==> src/rtl/adc_pace_pkg.sv <==
package adc_pace_pkg;
  parameter int unsigned APF_MIN_PERIOD = 20;

  typedef enum logic {
    ACC_IDLE = 1'b0,
    ACC_LOW  = 1'b1
  } acc_state_e;
endpackage

==> src/rtl/apf_timer.sv <==
module apf_timer #(
  parameter int unsigned PERIOD_W   = 16,
  parameter int unsigned MIN_PERIOD = 20
) (
  input  logic                clk,
  input  logic                rst_n,
  input  logic                en,
  input  logic [PERIOD_W-1:0] period,
  output logic                tick
);
  localparam logic [PERIOD_W-1:0] MIN_P = PERIOD_W'(MIN_PERIOD);

  logic [PERIOD_W-1:0] cnt;
  logic [PERIOD_W-1:0] eff;

  // clamp keeps spacing at least one full conversion
  assign eff  = (period < MIN_P) ? MIN_P : period;
  assign tick = en && (cnt >= eff - 1'b1);

  always_ff @(posedge clk) begin
    if (!rst_n || !en) cnt <= '0;
    else if (tick)     cnt <= '0;
    else               cnt <= cnt + 1'b1;
  end
endmodule

==> src/rtl/apf_access.sv <==
module apf_access
  import adc_pace_pkg::*;
#(
  parameter int unsigned DATA_W  = 8,
  parameter int unsigned ACC_LEN = 2
) (
  input  logic              clk,
  input  logic              rst_n,
  input  logic              en,
  input  logic              tick,
  input  logic              busy_n,
  input  logic [DATA_W-1:0] adc_data,
  output logic              cs_n,
  output logic              rd_n,
  output logic              cap_vld,
  output logic [DATA_W-1:0] cap_data,
  output logic              overrun_set
);
  localparam int unsigned AW = (ACC_LEN > 1) ? $clog2(ACC_LEN) : 1;
  localparam logic [AW-1:0] LAST = AW'(ACC_LEN - 1);

  acc_state_e  st;
  logic [AW-1:0] acnt;
  logic        pend;
  logic        stale;
  logic        start;

  assign start       = en && pend && busy_n && (st == ACC_IDLE);
  assign overrun_set = tick && (pend || !busy_n || (st != ACC_IDLE));
  assign rd_n        = cs_n;

  always_ff @(posedge clk) begin
    if (!rst_n) begin
      st       <= ACC_IDLE;
      acnt     <= '0;
      pend     <= 1'b0;
      stale    <= 1'b1;
      cs_n     <= 1'b1;
      cap_vld  <= 1'b0;
      cap_data <= '0;
    end else begin
      cap_vld <= 1'b0;
      if (!en)        pend <= 1'b0;
      else if (tick)  pend <= 1'b1;
      else if (start) pend <= 1'b0;
      case (st)
        ACC_IDLE: begin
          if (start) begin
            st   <= ACC_LOW;
            cs_n <= 1'b0;
            acnt <= '0;
          end
        end
        ACC_LOW: begin
          if (acnt == LAST) begin
            st       <= ACC_IDLE;
            cs_n     <= 1'b1;
            cap_data <= adc_data;
            cap_vld  <= !stale;
            stale    <= 1'b0;
          end else begin
            acnt <= acnt + 1'b1;
          end
        end
        default: st <= ACC_IDLE;
      endcase
      if (!en) stale <= 1'b1;
    end
  end
endmodule

==> src/rtl/apf_fifo.sv <==
module apf_fifo #(
  parameter int unsigned DATA_W = 8,
  parameter int unsigned DEPTH  = 4
) (
  input  logic              clk,
  input  logic              rst_n,
  input  logic              push,
  input  logic [DATA_W-1:0] push_data,
  output logic              full,
  output logic [DATA_W-1:0] out_data,
  output logic              out_valid,
  input  logic              out_ready
);
  localparam int unsigned PW = (DEPTH > 1) ? $clog2(DEPTH) : 1;
  localparam int unsigned CW = $clog2(DEPTH + 1);
  localparam logic [PW-1:0] PMAX = PW'(DEPTH - 1);

  logic [DATA_W-1:0] mem [DEPTH];
  logic [PW-1:0]     wp, rp;
  logic [CW-1:0]     cnt;
  logic              do_push, do_pop;

  assign full      = (cnt == CW'(DEPTH));
  assign out_valid = (cnt != '0);
  assign out_data  = mem[rp];
  assign do_pop    = out_valid && out_ready;
  assign do_push   = push && !full;

  generate
    for (genvar i = 0; i < DEPTH; i++) begin : g_slot
      always_ff @(posedge clk) begin
        if (!rst_n)                            mem[i] <= '0;
        else if (do_push && wp == PW'(i))      mem[i] <= push_data;
      end
    end
  endgenerate

  always_ff @(posedge clk) begin
    if (!rst_n) begin
      wp  <= '0;
      rp  <= '0;
      cnt <= '0;
    end else begin
      if (do_push) wp <= (wp == PMAX) ? '0 : wp + 1'b1;
      if (do_pop)  rp <= (rp == PMAX) ? '0 : rp + 1'b1;
      case ({do_push, do_pop})
        2'b10:   cnt <= cnt + 1'b1;
        2'b01:   cnt <= cnt - 1'b1;
        default: cnt <= cnt;
      endcase
    end
  end
endmodule

==> src/rtl/adc_pace_front.sv <==
module adc_pace_front
  import adc_pace_pkg::*;
#(
  parameter int unsigned DATA_W     = 8,
  parameter int unsigned PERIOD_W   = 16,
  parameter int unsigned FIFO_DEPTH = 4,
  parameter int unsigned ACC_LEN    = 2
) (
  input  logic                clk,
  input  logic                rst_n,
  input  logic                enable,
  input  logic [PERIOD_W-1:0] period,
  input  logic                clr_flags,
  output logic                adc_cs_n,
  output logic                adc_rd_n,
  input  logic                adc_busy_n,
  input  logic [DATA_W-1:0]   adc_data,
  output logic [DATA_W-1:0]   smp_data,
  output logic                smp_valid,
  input  logic                smp_ready,
  output logic                overrun,
  output logic                overflow
);
  logic              tick;
  logic              cap_vld;
  logic [DATA_W-1:0] cap_data;
  logic              ovr_set;
  logic              fifo_full;

  apf_timer #(.PERIOD_W(PERIOD_W), .MIN_PERIOD(APF_MIN_PERIOD)) u_timer (
    .clk(clk), .rst_n(rst_n), .en(enable), .period(period), .tick(tick)
  );

  apf_access #(.DATA_W(DATA_W), .ACC_LEN(ACC_LEN)) u_access (
    .clk(clk), .rst_n(rst_n), .en(enable), .tick(tick),
    .busy_n(adc_busy_n), .adc_data(adc_data),
    .cs_n(adc_cs_n), .rd_n(adc_rd_n),
    .cap_vld(cap_vld), .cap_data(cap_data), .overrun_set(ovr_set)
  );

  apf_fifo #(.DATA_W(DATA_W), .DEPTH(FIFO_DEPTH)) u_fifo (
    .clk(clk), .rst_n(rst_n), .push(cap_vld), .push_data(cap_data),
    .full(fifo_full), .out_data(smp_data), .out_valid(smp_valid),
    .out_ready(smp_ready)
  );

  always_ff @(posedge clk) begin
    if (!rst_n) begin
      overrun  <= 1'b0;
      overflow <= 1'b0;
    end else begin
      if (ovr_set)                 overrun  <= 1'b1;
      else if (clr_flags)          overrun  <= 1'b0;
      if (cap_vld && fifo_full)    overflow <= 1'b1;
      else if (clr_flags)          overflow <= 1'b0;
    end
  end
endmodule

==> config.mk <==
export PLATFORM = sky130hd
export DESIGN_NAME = adc_pace_front
export DESIGN_NICKNAME = d
export VERILOG_FILES = /design/src/rtl/adc_pace_pkg.sv /design/src/rtl/apf_timer.sv /design/src/rtl/apf_access.sv /design/src/rtl/apf_fifo.sv /design/src/rtl/adc_pace_front.sv
export SDC_FILE = /design/constraint.sdc
export NUM_CORES = 1
export LEC_CHECK = 0
export BUFFER_PORTS_ARGS = -buffer_cell sky130_fd_sc_hd__buf_2
export CAP_MARGIN = 30
export CORE_MARGIN = 1
export CORE_UTILIZATION = 53
export CTS_BUF_LIST = sky130_fd_sc_hd__clkbuf_16
export DETAILED_ROUTE_END_ITERATION = 8
export GPL_TIMING_DRIVEN = 0
export PLACE_DENSITY = 0.85
export SLEW_MARGIN = 20
export SYNTH_ARGS = -nofsm -noshare
export SYNTH_HDL_FRONTEND = slang
export SYNTH_SLANG_ARGS = --single-unit
==> constraint.sdc <==
create_clock -name clk -period 5.23 [get_ports clk]
set_input_delay 1.046 -clock clk [delete_from_list [all_inputs] [get_ports clk]]
set_output_delay 1.046 -clock clk [all_outputs]
set_load 0.02 [all_outputs]
==> results of run 1 <==
[synth_stat cells (all sizes together), types with 2 or more instances]
cell type,instances
nand3,7
or4,4
inv,13
and2,35
o21ai,9
xnor2,14
a21boi,13
ha,24
xor2,12
nand4,6
a31oi,2
and3,6
nor3,10
a21oi,9
edfxtp,32
or3,7
buf,5
nor3b,2
clkbuf,6
nor2,28
nand2,50
mux4,8
nor4,4
nor2b,5
dfxtp,41
o21a,2
[layout make-up]
class                      instances  area [sq um]  area share [%]
clock buffer                       9           225            5.03
multi-input combinational        268          1920            43.0
sequential                        73          1780            39.8
inverter                          13          48.8            1.09
clock inverter                     7          80.1            1.79
buffer                            10          63.8            1.43
tap                               96           120            2.68
timing repair buffer              45           233            5.20
[worst paths after layout]
check,end,slack (ns),depth (start not counted)
max,u_timer.cnt[7],0.29,20
max reg2reg,u_fifo.cnt[2],2.94,9
min,u_access.cap_vld,0.46,1
min reg2reg,u_access.cap_vld,0.46,1
[worst max-delay path: cells and delay by family]
kind	cells	cell delay, ns
and+or+nand+nor	12	2.75
buffers and inverters	4	0.52
adders and majority gates	2	0.49
AOI/OAI and AO/OA	1	0.22
xor gates and xnor gates	1	0.12
[cells by family after synthesis]
| logic type | after synthesis | synth area share, % |
|---|---|---|
| adders and majority gates | 25 | 8.54 |
| buffers and inverters | 24 | 2.80 |
| muxes | 9 | 5.07 |
| xor gates and xnor gates | 26 | 6.07 |
| AOI/OAI and AO/OA | 40 | 6.84 |
| DFF | 73 | 47.5 |
| and+or+nand+nor | 168 | 23.1 |
[routing by layer]
layer | vias up | global-route usage, % | routed length (um)
met4 | 0 | 10.5 | 150
met1 | 1281 | 23.3 | 3060
met3 | 15 | 5.29 | 276
met2 | 65 | 39.8 | 3810
met5 | - | 0 | 0
li1 | 1391 | - | -
[state kept, by name, indices dropped and copies added, names as in the netlist, 2 cells and up, named ones only]
signal             flops
u_access.cap_data      8
u_fifo.cnt             3
u_fifo.mem            32
u_fifo.rp              2
u_fifo.wp              2
u_timer.cnt           16
[power by group]
group          leakage [nW]  internal, mW  switching [mW]
logic                 0.928        0.0277          0.0383
registers             0.661         0.603         0.00363
clock network         0.148         0.374           0.238
total                  1.74          1.00           0.280
[through the flow]
stage	util (%)	total power, mW
2_1_floorplan	-	0.652
3_3_place_gp	59.7	0.677
3_5_place_dp	59.7	0.681
4_1_cts	65.1	1.29
5_1_grt	65.5	1.32
6_report	65.5	1.28
[repair_timing]
action	CTS	global route
setup endpoints to repair	17	17
buffers inserted	1	2
pin swaps	1	3
gates resized for setup	10	5
[placed cells by master, fill, tap and decap left out, types with 3 or more instances in the layout]
cell,netlist,layout
xor2_1,12,12
nor3_1,9,9
nor2_1,28,28
nand2_1,50,50
buf_4,1,5
and3_1,6,6
and2_1,35,35
ha_1,24,23
mux4_2,8,8
clkinv_4,0,3
a21boi_0,12,12
inv_1,13,13
clkbuf_1,5,5
o21ai_0,9,9
buf_2,2,42
dfxtp_1,41,41
nand3_1,7,7
nor2b_1,5,5
edfxtp_1,32,32
nand4_1,6,6
or3_1,6,6
a21oi_1,9,9
xnor2_1,14,14
clkbuf_16,0,9
==> run_results.csv, run 1 <==
group,metric,value,unit
outcome,outcome,"finished clean",
logic_synthesis,synth_seq_cells,73,
cells_and_area,insertedDiodeCount,0,
drt,vias_per_cell,5.28,
clocking,root_buffer,"clkbuf_16",
drt,drt_pass1_iterations,4,
sta,rsz0062_at_grt,"no",
worst_setup_path,cpMostUsedCell,"nand2_1",
logic_synthesis,synth-edff-count,32,
floorplan,rows,30,
worst_setup_path,start_kind,"primary input",
clocking,cts_max_level,3,
sta,max_slew_margin,54.6,%
drt,drc,0,
sta,fin_tns_setup,0,ns
clocking,path_clk_slew,0.06,ns
grt,grt_max_degree,15,
worst_setup_path,cp.required,5.45,ns
drt,wl,7300,um
logic_synthesis,seq_area_frac_synth,47.5,%
sta,hold_slack,0.460,ns
placement,pre_cts_ws,-0.624,ns
floorplan,die_w,86.1,um
run,maxCapViolCount,0,
sta,worst_pin_slew,0.681,ns
logic_synthesis,synth_ff_type,"dfxtp_1",
logic_synthesis,async_flop_share,0,%
floorplan,core_area,6830,sq um
grt,grt_usage,21.7,%
cells_and_area,nNetsFinal,475,
placement,place_congestion,0.824,
worst_setup_path,slowest_stage,"or4_4",
worst_setup_path,critPathMaxFanout,10,
pwr,ir_drop,0.168,mV
clocking,cts_buffer_depth,2,
cells_and_area,nFillCells,513,
placement,hpwl,5330,um
logic_synthesis,syn_inst,365,
pwr,power_density,287,nW/um^2
drt,final_antenna_net_count,0,
clocking,cts.sinks,73,
sta,skew,0.00794,ns
drt,wire_per_inst,14.0,um
pwr,power.leakage,1.74,nW
cells_and_area,finalNonFillerCells,521,
hold_path,hold_class,"flip-flop to flip-flop",
grt,grt_pass1_vias,2664,
sta,fmax,203,MHz
floorplan,floorplan.initialDensity,54.9,%
logic_synthesis,avgSynthCellArea,10.3,sq um
worst_setup_path,crit_chain,"buf_2 -> or4_4 -> or3_4 -> nor3_4 -> buf_6 -> nand2_1 -> nand2_1 -> ha_2 -> nand2_1 -> or2_4 -> nor4_4 -> xnor2_1 -> ha_1 -> nand4_1 -> or4_4 -> a221oi_4 -> or4_1 -> buf_4 -> buf_8 -> nor2_1",
grt,grt.overflow.total,0,
cells_and_area,drive_gt1_share,19.5,%
cells_and_area,final_area,4480,sq um
drt,vias,2752,
sta,setup_slack,0.294,ns
sta,finalCritPeriodShare,94.4,%
logic_synthesis,synth_area_leader_cell,"edfxtp_1",
floorplan,die_area,7410,sq um
worst_setup_path,critPathCaptureType,"flip-flop",
placement,dp_cells,503,
logic_synthesis,synth.top_cell.area_share,25.6,%
floorplan,io_pins,43,
worst_setup_path,critPathKind,"primary input to flip-flop",
grt,grt_pass1_wl,12200,um
drt,drt_iter0_drc,107,
worst_setup_path,cp-startpoint,"period[8]",
worst_setup_path,r2r-start,"u_fifo.cnt[1]",
placement,portBuffers,42,
logic_synthesis,syn-num-nets,420,
sta,hold_viol,0,
placement,dpl_cell_area,4080,sq um
sta,slew_violations,0,
grt,antenna_found_initial,0,
logic_synthesis,yosysWarnings,0,
worst_setup_path,cp_data_arrival_time,5.16,ns
clocking,ctsHoldBuffers,0,
worst_setup_path,slowest_delay,0.56,ns
clocking,worstSkewPairLatency,0.33,ns
clocking,cts_tree,"done",
logic_synthesis,synth_area_leaders,"edfxtp_1, dfxtp_1, ha_1",
sta,setup_viol,0,
logic_synthesis,ys_types,45,
floorplan,die_y,86.1,um
hold_path,hp-start,"u_access.stale",
clocking,cts_buffers,9,
cells_and_area,area_growth,19.4,%
sta,layout_min_cycle_time,4.94,ns
logic_synthesis,syn_area,3750,sq um
Power figures use the tool's default switching activity.
==> run 2, diff against run 1 <==
--- a/config.mk
+++ b/config.mk
@@ -13,6 +13,7 @@
 export DETAILED_ROUTE_END_ITERATION = 8
 export GPL_TIMING_DRIVEN = 0
 export PLACE_DENSITY = 0.85
+export REMOVE_ABC_BUFFERS = 1
 export SLEW_MARGIN = 20
 export SYNTH_ARGS = -nofsm -noshare
 export SYNTH_HDL_FRONTEND = slang
==> run_results.csv, run 2 (synthesis gave the netlist of run 1 again) <==
group,metric,value,unit
grt,grt_use_met3,4.14,%
clocking,worstSkewPairLatency,0.33,ns
cells_and_area,top_register,"u_fifo.mem",
placement,place_congestion,0.880,
sta,setup_viol,0,
outcome,outcome,"finished clean",
clocking,ctsHoldBuffers,0,
sta,max_slew_margin,58.6,%
worst_setup_path,critPathCaptureType,"flip-flop",
pwr,power.leakage,1.67,nW
sta,hold_viol,0,
clocking,cts_buffer_depth,2,
clocking,cts.sinks,73,
sta,fmax,200,MHz
cells_and_area,drive_gt1_share,17.2,%
clocking,root_buffer,"clkbuf_16",
hold_path,hold_class,"flip-flop to flip-flop",
placement,portBuffers,42,
clocking,cts_buffers,9,
grt,grt_pass1_vias,2582,
grt,antenna_found_initial,0,
cells_and_area,final_area,4330,sq um
grt,grt_util_met2,37.0,%
drt,drt_pass1_iterations,4,
cells_and_area,final_cell_mix,"nand2_1, buf_2, dfxtp_1",
cells_and_area,nFillCells,578,
sta,rsz0062_at_grt,"no",
grt,grt_max_degree,31,
pwr,report.power.total,1.26,mW
floorplan,die_y,86.1,um
cells_and_area,area.sequential,1780,sq um
drt,vias_per_cell,5.33,
placement,pre_cts_ws,-0.603,ns
clocking,cts_tree,"done",
floorplan,floorplan.initialDensity,54.9,%
sta,hold_slack,0.428,ns
drt,wl,7080,um
cells_and_area,largest_reg_flops,32,
worst_setup_path,critPathMaxFanout,6,
worst_setup_path,start_kind,"primary input",
floorplan,io_pins,43,
drt,drt_iter0_drc,147,
drt,final_antenna_net_count,0,
grt,grt_pass1_wl,11800,um
floorplan,die_area,7410,sq um
worst_setup_path,r2r-start,"u_fifo.cnt[0]",
sta,setup_slack,0.221,ns
floorplan,core_area,6830,sq um
hold_path,hold_end,"u_access.cap_vld",
cells_and_area,final_common_cell,"nand2_1",
sta,finalCritPeriodShare,95.8,%
sta,slew_violations,0,
cells_and_area,insertedDiodeCount,0,
placement,hpwl,4980,um
cells_and_area,utilization,63.4,%
clocking,cts_max_level,3,
drt,vias,2712,
run,maxCapViolCount,0,
grt,grt.overflow.total,0,
worst_setup_path,cp.required,5.46,ns
sta,skew,0.00400,ns
worst_setup_path,timing.rr.end,"u_fifo.cnt[2]",
hold_path,hp-start,"u_access.stale",
cells_and_area,nNetsFinal,463,
cells_and_area,multi_input_comb_area,1870,sq um
drt,drc,0,
grt,grt-busiest-layer,"met2",
placement,dpl_cell_area,4020,sq um
floorplan,die_w,86.1,um
worst_setup_path,worst_r2r_path_depth,9,
sta,layout_min_cycle_time,5.01,ns
worst_setup_path,critPathKind,"primary input to flip-flop",
pwr,ir_drop,0.163,mV
cells_and_area,reg_top3,"u_fifo.mem: 32 flops, u_timer.cnt: 16 flops, u_access.cap_data: 8 flops",
grt,grt_usage,20.9,%
drt,wire_per_inst,13.9,um
pwr,power_density,291,nW/um^2
floorplan,rows,30,
hold_path,min_path_cells,1,
grt,grtUsageMet1,24.1,%
cells_and_area,area_growth,15.5,%
sta,worst_pin_slew,0.620,ns
clocking,path_clk_slew,0.05,ns
worst_setup_path,cp_data_arrival_time,5.24,ns
worst_setup_path,r2r_slack,2.95,ns
-- run 2: cell types whose count changed in the layout (fill, tap and decap cells not counted), sizes merged --
cell | before | now
buf | 50 | 43
clkbuf | 14 | 9
clkinvlp | 1 | 2
inv | 14 | 15
clkinv | 4 | 2
-- run 2: how the worst max path moves through the flow --
stage          slack (ns)              end       from  cells past startpoint
5_1_grt              0.02  u_timer.cnt[15]  period[8]                     17
3_3_place_gp        -0.49  u_timer.cnt[15]  period[8]                     17
4_1_cts              0.21   u_timer.cnt[8]  period[8]                     17
6_report             0.22          overrun  period[8]                     17
2_1_floorplan        0.11  u_timer.cnt[10]  period[8]                     16
3_5_place_dp        -0.60   u_timer.cnt[8]  period[8]                     17
-- run 2: repair_timing --
action,4_1_cts,5_1_grt
hold endpoints to repair,0,0
resized for setup,1,0
endpoints found under the setup margin,16,0
buffers inserted,1,0
-- run 2: where the power goes --
part           switching [mW]  leakage, nW  internal (mW)
Clock                   0.225        0.140          0.368
Combinational          0.0348        0.871         0.0254
Sequential            0.00399        0.661          0.603
Total                   0.264         1.67          0.997
-- run 2: critical path: stages --
cell,delay [ns]
buf_2,0.11
or4_4,0.54
or3_4,0.38
nor3_4,0.24
nand2_1,0.10
nand2_1,0.10
ha_1,0.19
nand2_1,0.08
or2_2,0.34
nor4b_1,0.32
mux2i_1,0.14
ha_1,0.28
nand2_1,0.08
or4_1,0.54
a221oi_1,0.35
nor3_1,0.13
o32ai_1,0.27
-- run 2: area by class of cell --
type	count	area share, %
well taps	96	2.78
multi-input cells	268	43.1
flip-flops and latches	73	41.2
repair buffers	43	5.03
clock buffers	9	5.20
inverters	13	1.13
clock inverters	7	1.59
-- run 2: through the flow --
step,TNS (ns),std cells
2_1_floorplan,0,354
3_3_place_gp,-8.07,492
3_5_place_dp,-9.73,492
4_1_cts,0,509
5_1_grt,0,509
6_report,0,509
-- run 2: metal layers --
metal	part of all wire, %	up-vias
li1	-	1371
met1	42	1262
met2	52	68
met3	4.2	11
met4	1.9	0
met5	0	-
==> run 3, diff against run 2 <==
--- a/config.mk
+++ b/config.mk
@@ -8,11 +8,11 @@
 export BUFFER_PORTS_ARGS = -buffer_cell sky130_fd_sc_hd__buf_2
 export CAP_MARGIN = 30
 export CORE_MARGIN = 1
-export CORE_UTILIZATION = 53
+export CORE_UTILIZATION = 58
 export CTS_BUF_LIST = sky130_fd_sc_hd__clkbuf_16
 export DETAILED_ROUTE_END_ITERATION = 8
 export GPL_TIMING_DRIVEN = 0
-export PLACE_DENSITY = 0.85
+export PLACE_DENSITY = 0.88
 export REMOVE_ABC_BUFFERS = 1
 export SLEW_MARGIN = 20
 export SYNTH_ARGS = -nofsm -noshare
==> constraint.sdc (replaced) <==
create_clock -name clk -period 5.35 [get_ports clk]
set_input_delay 1.07 -clock clk [delete_from_list [all_inputs] [get_ports clk]]
set_output_delay 1.07 -clock clk [all_outputs]
set_load 0.02 [all_outputs]
==> run_results.csv, run 3 (synthesis gave the netlist of run 1 again) <==
group,metric,value,unit
hold_path,hold_class,"flip-flop to flip-flop",
clocking,root_buffer,"clkbuf_16",
clocking,cts_buffer_depth,2,
drt,vias,2774,
floorplan,floorplan.initialDensity,61.8,%
floorplan,io_pins,43,
clocking,worstSkewPairLatency,0.33,ns
floorplan,rows,28,
pwr,seqPwrFrac,47.5,%
pwr,power.leakage,1.69,nW
worst_setup_path,cp_data_arrival_time,5.31,ns
sta,worst_pin_slew,0.634,ns
drt,drc,0,
cells_and_area,nFillCells,430,
pwr,pwr-share-comb,4.8,%
placement,portBuffers,42,
worst_setup_path,cp.buffers_inverters,1,
sta,slew_violations,0,
outcome,outcome,"finished clean",
pwr,power_density,287,nW/um^2
cells_and_area,top_register,"u_fifo.mem",
worst_setup_path,crit_family,"simple AND/OR/NAND/NOR gates",
grt,antenna_found_initial,0,
worst_setup_path,cpMostUsedCell,"nand2_1",
cells_and_area,insertedDiodeCount,0,
drt,vias_per_cell,5.65,
drt,final_antenna_net_count,0,
clocking,path_clk_slew,0.06,ns
run,maxCapViolCount,0,
sta,layout_min_cycle_time,5.08,ns
sta,hold_viol,0,
worst_setup_path,slowest_stage,"or4_4",
drt,drt_pass1_iterations,4,
worst_setup_path,crit_chain,"buf_2 -> or4_4 -> or3_4 -> nor3_4 -> nand2_1 -> nand2_1 -> ha_1 -> nand2_1 -> or2_2 -> nor4_2 -> xnor2_1 -> ha_1 -> nand4_1 -> or4_1 -> a221oi_1 -> nor3_1 -> o32ai_1",
clocking,cts_max_level,3,
worst_setup_path,critPathMaxFanout,6,
sta,hold_slack,0.425,ns
cells_and_area,finalNonFillerCells,491,
floorplan,die_w,82.4,um
worst_setup_path,critPathKind,"primary input to flip-flop",
cells_and_area,area_growth,16.0,%
cells_and_area,reg_top3,"u_fifo.mem: 32 flops, u_timer.cnt: 16 flops, u_access.cap_data: 8 flops",
floorplan,core_area,6060,sq um
drt,wl_met1,2970,um
drt,met3WireLength,318,um
grt,grt.overflow.total,0,
placement,hpwl,5070,um
pwr,p_clk_share,47.8,%
cells_and_area,final_area,4350,sq um
drt,wl_met2,3690,um
worst_setup_path,critPathCaptureType,"flip-flop",
sta,fmax,197,MHz
placement,place_congestion,0.847,
placement,dpl_cell_area,4000,sq um
pwr,net-switching-power,271,uW
cells_and_area,utilization,71.7,%
clocking,cts_tree,"done",
drt,wire_per_inst,14.6,um
worst_setup_path,cp.required,5.58,ns
worst_setup_path,slowest_delay,0.55,ns
drt,wl,7150,um
pwr,p_int,978,uW
grt,grt_max_degree,31,
sta,fin_tns_setup,0,ns
clocking,ctsHoldBuffers,0,
cells_and_area,nNetsFinal,466,
clocking,cts.sinks,73,
sta,finalCritPeriodShare,94.9,%
pwr,switching_share,21.7,%
grt,grt_pass1_wl,11500,um
cells_and_area,final_common_cell,"nand2_1",
placement,pre_cts_ws,-0.466,ns
grt,grt_usage,23.1,%
pwr,ir_drop,0.202,mV
sta,skew,0.00464,ns
sta,setup_viol,0,
sta,max_slew_margin,57.7,%
cells_and_area,largest_reg_flops,32,
floorplan,die_y,82.4,um
drt,highest_layer,"met4",
drt,drt_iter0_drc,187,
placement,dp_cells,471,
clocking,cts_buffers,9,
sta,setup_slack,0.273,ns
floorplan,die_area,6790,sq um
grt,grt_pass1_vias,2590,
cells_and_area,final_cell_mix,"nand2_1, buf_2, dfxtp_1",
worst_setup_path,start_kind,"primary input",
cells_and_area,drive_gt1_share,18.5,%
pwr,report.power.total,1.25,mW
==> run 3: cell count changes in the layout (fill, tap and decap cells not counted) <==
cell,delta
buf_4,+3
inv_6,-1
nor4b_2,+1
nor4_1,-1
nor4_2,+1
clkinv_1,-1
nor4b_1,-1
clkinvlp_4,+2
clkinvlp_2,-1
clkinv_4,+2
clkinv_2,-1
==> run 3: final cells by class <==
class	count	area, sq um	area share (%)
multi-input cells	268	1880	43.2
repair buffers	46	240	5.53
clock inverters	7	78.8	1.81
flip-flops and latches	73	1780	41.0
clock buffers	9	225	5.18
inverters	13	48.8	1.12
well taps	75	93.8	2.16
==> run 3: timing repair <==
item	4_1_cts	5_1_grt
cloned	0	0
setup endpoints to repair	16	18
pin swaps	0	1
resized for setup	1	2
setup buffers	0	4
==> run 3: worst paths after layout <==
path	start	end	slack (ns)	cells past startpoint
setup / recovery	period[8]	overrun	0.27	17
hold reg to reg	u_access.stale	u_access.cap_vld	0.42	1
setup reg to reg	u_fifo.cnt[0]	u_fifo.cnt[2]	3.02	9
hold / removal	u_access.stale	u_access.cap_vld	0.42	1
==> run 3: power groups by stage <==
| stage | logic, mW | registers, mW | clock network (mW) |
|---|---|---|---|
| after detailed placement | 0.0581 | 0.605 | 0 |
| after global routing | 0.0664 | 0.594 | 0.619 |
| after global placement | 0.0564 | 0.604 | 0 |
| final | 0.0595 | 0.593 | 0.596 |
| after CTS | 0.0588 | 0.593 | 0.597 |
| after floorplan | 0.0315 | 0.603 | 0 |
==> run 3: layer usage <==
| metal | GRT usage [%] | vias to the layer above |
|---|---|---|
| met5 | 0 | - |
| met3 | 4.07 | 16 |
| met4 | 12.5 | 0 |
| met1 | 26.5 | 1293 |
| li1 | - | 1372 |
| met2 | 40.7 | 93 |
